$ cat src/rtl/usb_evt_pkg.sv
package usb_evt_pkg;

    localparam int REG_W   = 16;
    localparam int NUM_EVT = 10;
    localparam int NUM_EP  = 4;

    // Field order from MSB to LSB matches the register layout of the live bits
    typedef struct packed {
        logic              usb_rst;
        logic              idle_chg;
        logic [NUM_EP-1:0] tx_err;    // [3] = endpoint 4 ... [0] = endpoint 1
        logic              sof;
        logic              busy;
        logic              tx_done;
        logic              rx_done;
    } evt_vec_t;

    typedef enum logic [1:0] {
        SEL_NONE,
        SEL_EVT,
        SEL_MASK,
        SEL_STAT
    } reg_sel_t;

    // Place the live event bits in the low end of a bus word, reserved bits zero
    function automatic logic [REG_W-1:0] widen(input logic [NUM_EVT-1:0] v);
        return {{(REG_W-NUM_EVT){1'b0}}, v};
    endfunction

    // Bus bit index of a register bit counted from the MSB
    function automatic int bus_pos(input int msb_first_bit);
        return REG_W - 1 - msb_first_bit;
    endfunction

endpackage

$ cat src/rtl/usb_evt_idle_det.sv
module usb_evt_idle_det #(
    parameter int STAGES = 2
) (
    input  logic clk,
    input  logic rst,
    input  logic line_in,
    output logic level,
    output logic changed
);
    logic [STAGES-1:0] sync_q;
    logic              prev_q;

    generate
        if (STAGES == 1) begin : g_one
            always_ff @(posedge clk) begin
                if (rst) sync_q <= '0;
                else     sync_q <= line_in;
            end
        end else begin : g_chain
            always_ff @(posedge clk) begin
                if (rst) sync_q <= '0;
                else     sync_q <= {sync_q[STAGES-2:0], line_in};
            end
        end
    endgenerate

    always_ff @(posedge clk) begin
        if (rst) prev_q <= 1'b0;
        else     prev_q <= sync_q[STAGES-1];
    end

    assign level   = sync_q[STAGES-1];
    assign changed = sync_q[STAGES-1] ^ prev_q;

endmodule

$ cat src/rtl/usb_evt_bsy_det.sv
module usb_evt_bsy_det (
    input  logic clk,
    input  logic rst,
    input  logic char_valid,
    input  logic buf_avail,
    output logic busy_set
);
    // High while inside a run of characters that found no buffer
    logic in_run_q;

    always_ff @(posedge clk) begin
        if (rst)             in_run_q <= 1'b0;
        else if (char_valid) in_run_q <= ~buf_avail;
    end

    assign busy_set = char_valid & ~buf_avail & ~in_run_q;

endmodule

$ cat src/rtl/usb_evt_latch.sv
module usb_evt_latch #(
    parameter int W = 10
) (
    input  logic         clk,
    input  logic         rst,
    input  logic [W-1:0] set_i,
    input  logic [W-1:0] clr_i,
    output logic [W-1:0] q
);
    genvar i;
    generate
        for (i = 0; i < W; i++) begin : g_bit
            always_ff @(posedge clk) begin
                if (rst)           q[i] <= 1'b0;
                else if (set_i[i]) q[i] <= 1'b1;   // a new event beats a clear
                else if (clr_i[i]) q[i] <= 1'b0;
            end
        end
    endgenerate

endmodule

$ cat src/rtl/usb_evt_irq_gen.sv
module usb_evt_irq_gen #(
    parameter int W = 10
) (
    input  logic         clk,
    input  logic         rst,
    input  logic         mask_we,
    input  logic [W-1:0] mask_d,
    input  logic [W-1:0] evt_q,
    output logic [W-1:0] mask_q,
    output logic         irq
);
    always_ff @(posedge clk) begin
        if (rst)          mask_q <= '0;
        else if (mask_we) mask_q <= mask_d;
    end

    always_ff @(posedge clk) begin
        if (rst) irq <= 1'b0;
        else     irq <= |(evt_q & mask_q);
    end

endmodule

$ cat src/rtl/usb_evt_irq_ctl.sv
module usb_evt_irq_ctl
    import usb_evt_pkg::*;
#(
    parameter int                ADDR_W      = 12,
    parameter logic [ADDR_W-1:0] EVT_OFS     = 12'hA10,
    parameter logic [ADDR_W-1:0] MASK_OFS    = 12'hA14,
    parameter logic [ADDR_W-1:0] STAT_OFS    = 12'hA18,
    parameter int                SYNC_STAGES = 2
) (
    input  logic              clk,
    input  logic              rst,
    input  logic [ADDR_W-1:0] bus_addr,
    input  logic              bus_wr,
    input  logic              bus_rd,
    input  logic [REG_W-1:0]  bus_wdata,
    output logic [REG_W-1:0]  bus_rdata,
    input  logic              line_idle,
    input  logic              usb_rst_det,
    input  logic [NUM_EP-1:0] tx_err_ep,
    input  logic              sof_rcvd,
    input  logic              rx_char_valid,
    input  logic              rx_buf_avail,
    input  logic              tx_last_fifo,
    input  logic              tx_last_wire,
    input  logic              tx_last_flag,
    input  logic              rx_buf_closed,
    output logic              irq
);
    evt_vec_t           set_s;
    logic [NUM_EVT-1:0] set_vec;
    logic [NUM_EVT-1:0] clr_vec;
    logic [NUM_EVT-1:0] evt_q;
    logic [NUM_EVT-1:0] mask_q;
    logic               idle_lvl;
    logic               idle_chg;
    logic               bsy_set;
    logic               txb_set;
    logic               mask_we;
    reg_sel_t           sel;

    usb_evt_idle_det #(.STAGES(SYNC_STAGES)) u_idle (
        .clk     (clk),
        .rst     (rst),
        .line_in (line_idle),
        .level   (idle_lvl),
        .changed (idle_chg)
    );

    usb_evt_bsy_det u_bsy (
        .clk        (clk),
        .rst        (rst),
        .char_valid (rx_char_valid),
        .buf_avail  (rx_buf_avail),
        .busy_set   (bsy_set)
    );

    // The buffer's last flag chooses which completion point counts
    assign txb_set = tx_last_flag ? tx_last_wire : tx_last_fifo;

    always_comb begin
        set_s.usb_rst  = usb_rst_det;
        set_s.idle_chg = idle_chg;
        set_s.tx_err   = tx_err_ep;
        set_s.sof      = sof_rcvd;
        set_s.busy     = bsy_set;
        set_s.tx_done  = txb_set;
        set_s.rx_done  = rx_buf_closed;
        set_vec        = set_s;
    end

    always_comb begin
        if (bus_addr == EVT_OFS)       sel = SEL_EVT;
        else if (bus_addr == MASK_OFS) sel = SEL_MASK;
        else if (bus_addr == STAT_OFS) sel = SEL_STAT;
        else                           sel = SEL_NONE;
    end

    assign clr_vec = (bus_wr && sel == SEL_EVT) ? bus_wdata[NUM_EVT-1:0] : '0;
    assign mask_we = bus_wr && (sel == SEL_MASK);

    usb_evt_latch #(.W(NUM_EVT)) u_latch (
        .clk   (clk),
        .rst   (rst),
        .set_i (set_vec),
        .clr_i (clr_vec),
        .q     (evt_q)
    );

    usb_evt_irq_gen #(.W(NUM_EVT)) u_irq (
        .clk     (clk),
        .rst     (rst),
        .mask_we (mask_we),
        .mask_d  (bus_wdata[NUM_EVT-1:0]),
        .evt_q   (evt_q),
        .mask_q  (mask_q),
        .irq     (irq)
    );

    always_ff @(posedge clk) begin
        if (rst || !bus_rd) begin
            bus_rdata <= '0;
        end else begin
            case (sel)
                SEL_EVT:  bus_rdata <= widen(evt_q);
                SEL_MASK: bus_rdata <= widen(mask_q);
                SEL_STAT: bus_rdata <= {{(REG_W-1){1'b0}}, idle_lvl};
                default:  bus_rdata <= '0;
            endcase
        end
    end

endmodule

$ cat config.mk
export PLATFORM = sky130hd
export DESIGN_NAME = usb_evt_irq_ctl
export DESIGN_NICKNAME = d
export VERILOG_FILES = /design/src/rtl/usb_evt_pkg.sv /design/src/rtl/usb_evt_idle_det.sv /design/src/rtl/usb_evt_bsy_det.sv /design/src/rtl/usb_evt_latch.sv /design/src/rtl/usb_evt_irq_gen.sv /design/src/rtl/usb_evt_irq_ctl.sv
export SDC_FILE = /design/constraint.sdc
export NUM_CORES = 1
export LEC_CHECK = 0
export ABC_AREA = 1
export ABC_CLOCK_PERIOD_IN_PS = 3000
export CORE_MARGIN = 4
export CORE_UTILIZATION = 40
export DETAILED_ROUTE_END_ITERATION = 10
export PLACE_DENSITY = 0.71
export SYNTH_ARGS = -nofsm -noshare
export SYNTH_HDL_FRONTEND = slang
export SYNTH_SLANG_ARGS = --single-unit
$ cat constraint.sdc
create_clock -name clk -period 3 [get_ports clk]
set_input_delay 0.6 -clock clk [delete_from_list [all_inputs] [get_ports clk]]
set_output_delay 0.6 -clock clk [all_outputs]
set_load 0.02 [all_outputs]
Word level (Yosys, flattened, before mapping)
Index checks and enable logic that the tools add are counted.

Register bits after elaboration: 41. Output and inout port bits: 17. Word-level logic and storage cells: 69. Input bits: 45.

Equal/unequal tests: 6. Bitwise gates (word level): 6. Reductions and logical operators: 15. Multiplexer cells: 26.

Operators by type and width (number): $eq 12x12->1 const B (3); $pmux 10 s3 (1); $mux 1 (21); $reduce_bool 2->1 (10); $and 10x10->10 (1); $mux 10 (1); $reduce_or 10->1 (1); $mux 2 (3); $eq 2x2->1 const B (2); $and 1x1->1 (2); $eq 2x1->1 const B (1); $logic_and 1x1->1 (2); $not 1->1 (2); $logic_not 1->1 (1); $logic_or 1x1->1 (1); $xor 1x1->1 (1).

Longest topological paths before layout
Depth after elaboration: 9. Depth in mapped cells: 9. Gate-level depth less buffers: 8.

Modules after synthesis
A second synthesis with hierarchy kept.

Cells, all modules: 257. Area total of the unflattened synthesis: 1749.2 µm².

By module, submodules not included: usb_evt_irq_ctl (times used 1, sequential area each 200.2 µm², area an instance 737.0 µm², cells an instance 120); usb_evt_irq_gen (times used 1, sequential area each 220.2 µm², area an instance 455.4 µm², cells an instance 66); usb_evt_latch (times used 1, sequential area each 200.2 µm², area an instance 411.6 µm², cells an instance 51); usb_evt_idle_det (times used 1, sequential area each 60.1 µm², area an instance 97.6 µm², cells an instance 13); usb_evt_bsy_det (times used 1, sequential area each 20.0 µm², area an instance 47.5 µm², cells an instance 7).

Worst setup path before layout
No wires, ideal clock.

Kind: input to register. Start point: in bus_addr[10]. End point: reg bus_rdata[1]. Arrival time: 1.373 ns. Setup time: 0.066 ns. Cell stages on the path: 7. Setup slack: 1.561 ns. Path buffers: 1. Data required time: 2.934 ns. Path through: nor2_1 -> nand2_1 -> nor2_4 -> and2_1 -> buf_6 -> nand2_2 -> a21oi_2.

Longest elaborated chain between the ends: 6. Elaborated cells on any way between the ends: 10. Those cells by class: eq/ne: 6; mux: 4.

Ends and longest elaborated chain: from (decl) (RTL line usb_evt_irq_ctl.sv:12) `input logic [ADDR_W-1:0] bus_addr,`; $eq 12x12->1 (RTL line usb_evt_irq_ctl.sv:74) `else if (bus_addr == STAT_OFS) sel = SEL_STAT;`; $mux 2 (RTL line usb_evt_irq_ctl.sv:74); $mux 2 (RTL line usb_evt_irq_ctl.sv:73) `else if (bus_addr == MASK_OFS) sel = SEL_MASK;`; $mux 2 (*) (RTL line usb_evt_irq_ctl.sv:72) `if (bus_addr == EVT_OFS) sel = SEL_EVT;`; $eq 2x2->1 / $eq 2x1->1 (equally long branches) (RTL line usb_evt_irq_ctl.sv:103) `case (sel)`; $pmux 10 s3 (*) (RTL line usb_evt_irq_ctl.sv:103); to (signal assigned) (RTL line usb_evt_irq_ctl.sv:104) `SEL_EVT: bus_rdata <= widen(evt_q);`; to (signal assigned) (RTL line usb_evt_irq_ctl.sv:105) `SEL_MASK: bus_rdata <= widen(mask_q);`; to (signal assigned) (RTL line usb_evt_irq_ctl.sv:106) `SEL_STAT: bus_rdata <= {{(REG_W-1){1'b0}}, idle_lvl};`; to (decl) (RTL line usb_evt_irq_ctl.sv:16) `output logic [REG_W-1:0] bus_rdata,`.

Mark *: on every way between the ends. The rest lies on a longest branch, timed or not. A chain may end at the register's enable or synchronous reset.

Final worst setup path
Start point: in bus_addr[4]. End point: reg bus_rdata[7].

Same word-level chain as after synthesis.

==> out/qor.txt <==
CTS max path bufs - 2
TritonCTS Buffers - 5
Final Cell Area - 0.00221 mm^2
CTS resizes - 0
via/cell ratio - 4.49
largest net degree at the start of global routing - 21
DIE HEIGHT - 71.7 um
nature of the critical path endpoint - register
nets - 324
Initial Util - 0.428
die area - 0.00514 mm^2
Synth Warn # - 0
Final WS setup - 0.956 ns
First-pass DRT Iterations - 4
Initial DRC Count - 69
cts hold-fix bufs - 0
#FFs+latches synth - 35
post-synth top area cell - dfxtp_1
worst path arrival time - 2.27 ns
asr flop ratio synth - 0
ant diodes - 0
standard-cell rows - 22
worst path required time - 3.22 ns
TritonCTS clock tree - done
power per cell area - 413 mW/mm^2
Setup CP Type - input port to register
Max VDD drop - 0.255 mV
dpl cell area - 0.00213 mm^2
area grow syn2layout - 36.2%
unrepaired setup endpoints after global routing - false
sequential fraction of the synthesis area - 0.431
Synth cell types - 23
worst hold path class - register to register
top post-synthesis cells by area - dfxtp_1 43%, nand2_1 13%, nor2_1 7.2%
final setup TNS - 0 ns
fill count - 375
area of the multi-input gates - 722 um^2
status - finished, final reports clean
Synth Area per Inst - 7.06 um^2
Placement Setup Slack - 0.635 ns
WL/cell - 11.0 um
PortBufs - 49
Post-DRT Antenna Nets - 0
Clk Tree Root Cell - clkbuf_8
endpoints failing hold - 0
leading cell type in the layout, fill and taps excluded - nand2_1
Worst setup SP type - input port
leakage power - 0.959 nW
gpl congestion - 0.773
Sink Count - 35
Syn Inst Count - 230
Final Cycle Share - 0.681
fmax - 489 MHz
fraction of layout cells with a size suffix above 1 - 0.125
share of the synthesized area in the top cell type - 0.431
worst-margin pin slew - 0.593 ns
most frequent cells in the layout - 58 x nand2_1, 49 x clkdlybuf4s50_1, 35 x dfxtp_1, 31 x nor2_1, 30 x inv_1
Synth Cell Area - 0.00162 mm^2
Setup Fix Bufs, Post-CTS - 0
Pins Over Slew Limit - 0
DRT Wirelength - 3620 um
MaxCap Viol Count - 0
first-pass GRT wire length - 5810 um
routed vias - 1,474
DRC - 0
vias in the first global route - 1,292
I/O pin cnt - 62
worst relative slew slack - 0.604
ys flop type - dfxtp_1
Die Wd - 71.7 um
Overflow after GRT - 0
GR Util All Layers - 0.145
Worst-Skew Late Latency - 0.29 ns
final setup fails - 0
initial antenna violation count - 0
register area - 701 um^2
clk slew on worst S/H paths - 0.07 ns
Post-synth EDFFs - 0
crit-path max FO - 12
crit path time final - 2.04 ns
post-DP HPWL - 2700 um
Setup Skew - 0.00697 ns
Core Region - 0.00380 mm^2
H-tree Lvls - 2
==> power by group <==
group          switching, W  internal [W]
registers        0.00000994      0.000477
clock network      0.000170      0.000162
logic             0.0000387     0.0000556
==> state kept, by name, indices dropped and copies added (netlist names) <==
signal	flops
bus_rdata	10
u_irq.mask_q	10
u_latch.q	10
u_idle.sync_q	2
u_bsy.in_run_q	1
u_idle.prev_q	1
u_irq.irq	1
==> worst paths after layout <==
kind	from	end	slack [ns]	cells after the start
hold / removal	u_idle.sync_q[0]	u_idle.sync_q[1]	0.41	2
setup / recovery	bus_addr[4]	bus_rdata[7]	0.96	8
setup reg to reg	u_irq.mask_q[0]	u_irq.irq	2.08	4
hold reg to reg	u_idle.sync_q[0]	u_idle.sync_q[1]	0.41	2
==> logic make-up (layout without fill, tap and decap cells) <==
family                    count (synthesis)  after routing  share of synthesized area
buffers and inverters                    49             94                      0.136
DFF                                      35             35                      0.431
muxes                                     1              1                    0.00616
other                                     1              6                    0.00231
and+or+nand+nor                         122            122                      0.332
AOI/OAI and AO/OA                        21             21                     0.0871
xor gates and xnor gates                  1              1                    0.00539
==> cell usage after synthesis, types with 2 or more instances <==
| cell type | instances |
|---|---|
| nand3_1 | 7 |
| nand4_1 | 11 |
| dfxtp_1 | 35 |
| buf_4 | 6 |
| a21oi_1 | 11 |
| and2_1 | 2 |
| nand2_1 | 58 |
| nand2_2 | 9 |
| nor2_1 | 31 |
| a21oi_2 | 9 |
| inv_2 | 3 |
| buf_2 | 5 |
| clkbuf_1 | 4 |
| inv_1 | 30 |
==> critical path: stages <==
cell             delay, ns
clkdlybuf4s50_1       0.45
inv_1                 0.03
nor2_1                0.07
nand2_1               0.09
nor2_4                0.21
and2_1                0.55
nand2_2               0.09
a21oi_2               0.16
==> per-layer routing <==
metal,track usage,up-vias,routed length (um)
met5,0,-,0
met2,0.234,54,1680
li1,-,786,-
met3,0.0421,4,295
met4,0.0689,0,42
met1,0.178,630,1600
==> metrics by stage <==
step	util	power, W	hold WS (ns)	std cells
after CTS	0.582	0.000920	0.418	328
after global placement	0.560	0.000590	0.389	320
after detailed placement	0.560	0.000592	0.408	320
final	0.582	0.000913	0.410	328
after floorplan	-	0.000536	0.388	235
after global routing	0.582	0.000953	0.436	328
==> cell type report <==
| type | count | share of cell area |
|---|---|---|
| inverter | 33 | 0.0560 |
| clock buffer | 6 | 0.0328 |
| multi-input combinational | 151 | 0.326 |
| sequential | 35 | 0.317 |
| clock inverter | 2 | 0.00566 |
| timing repair buffer | 53 | 0.235 |
| tap | 48 | 0.0271 |
No activity file was read; power rests on OpenSTA's default activity.
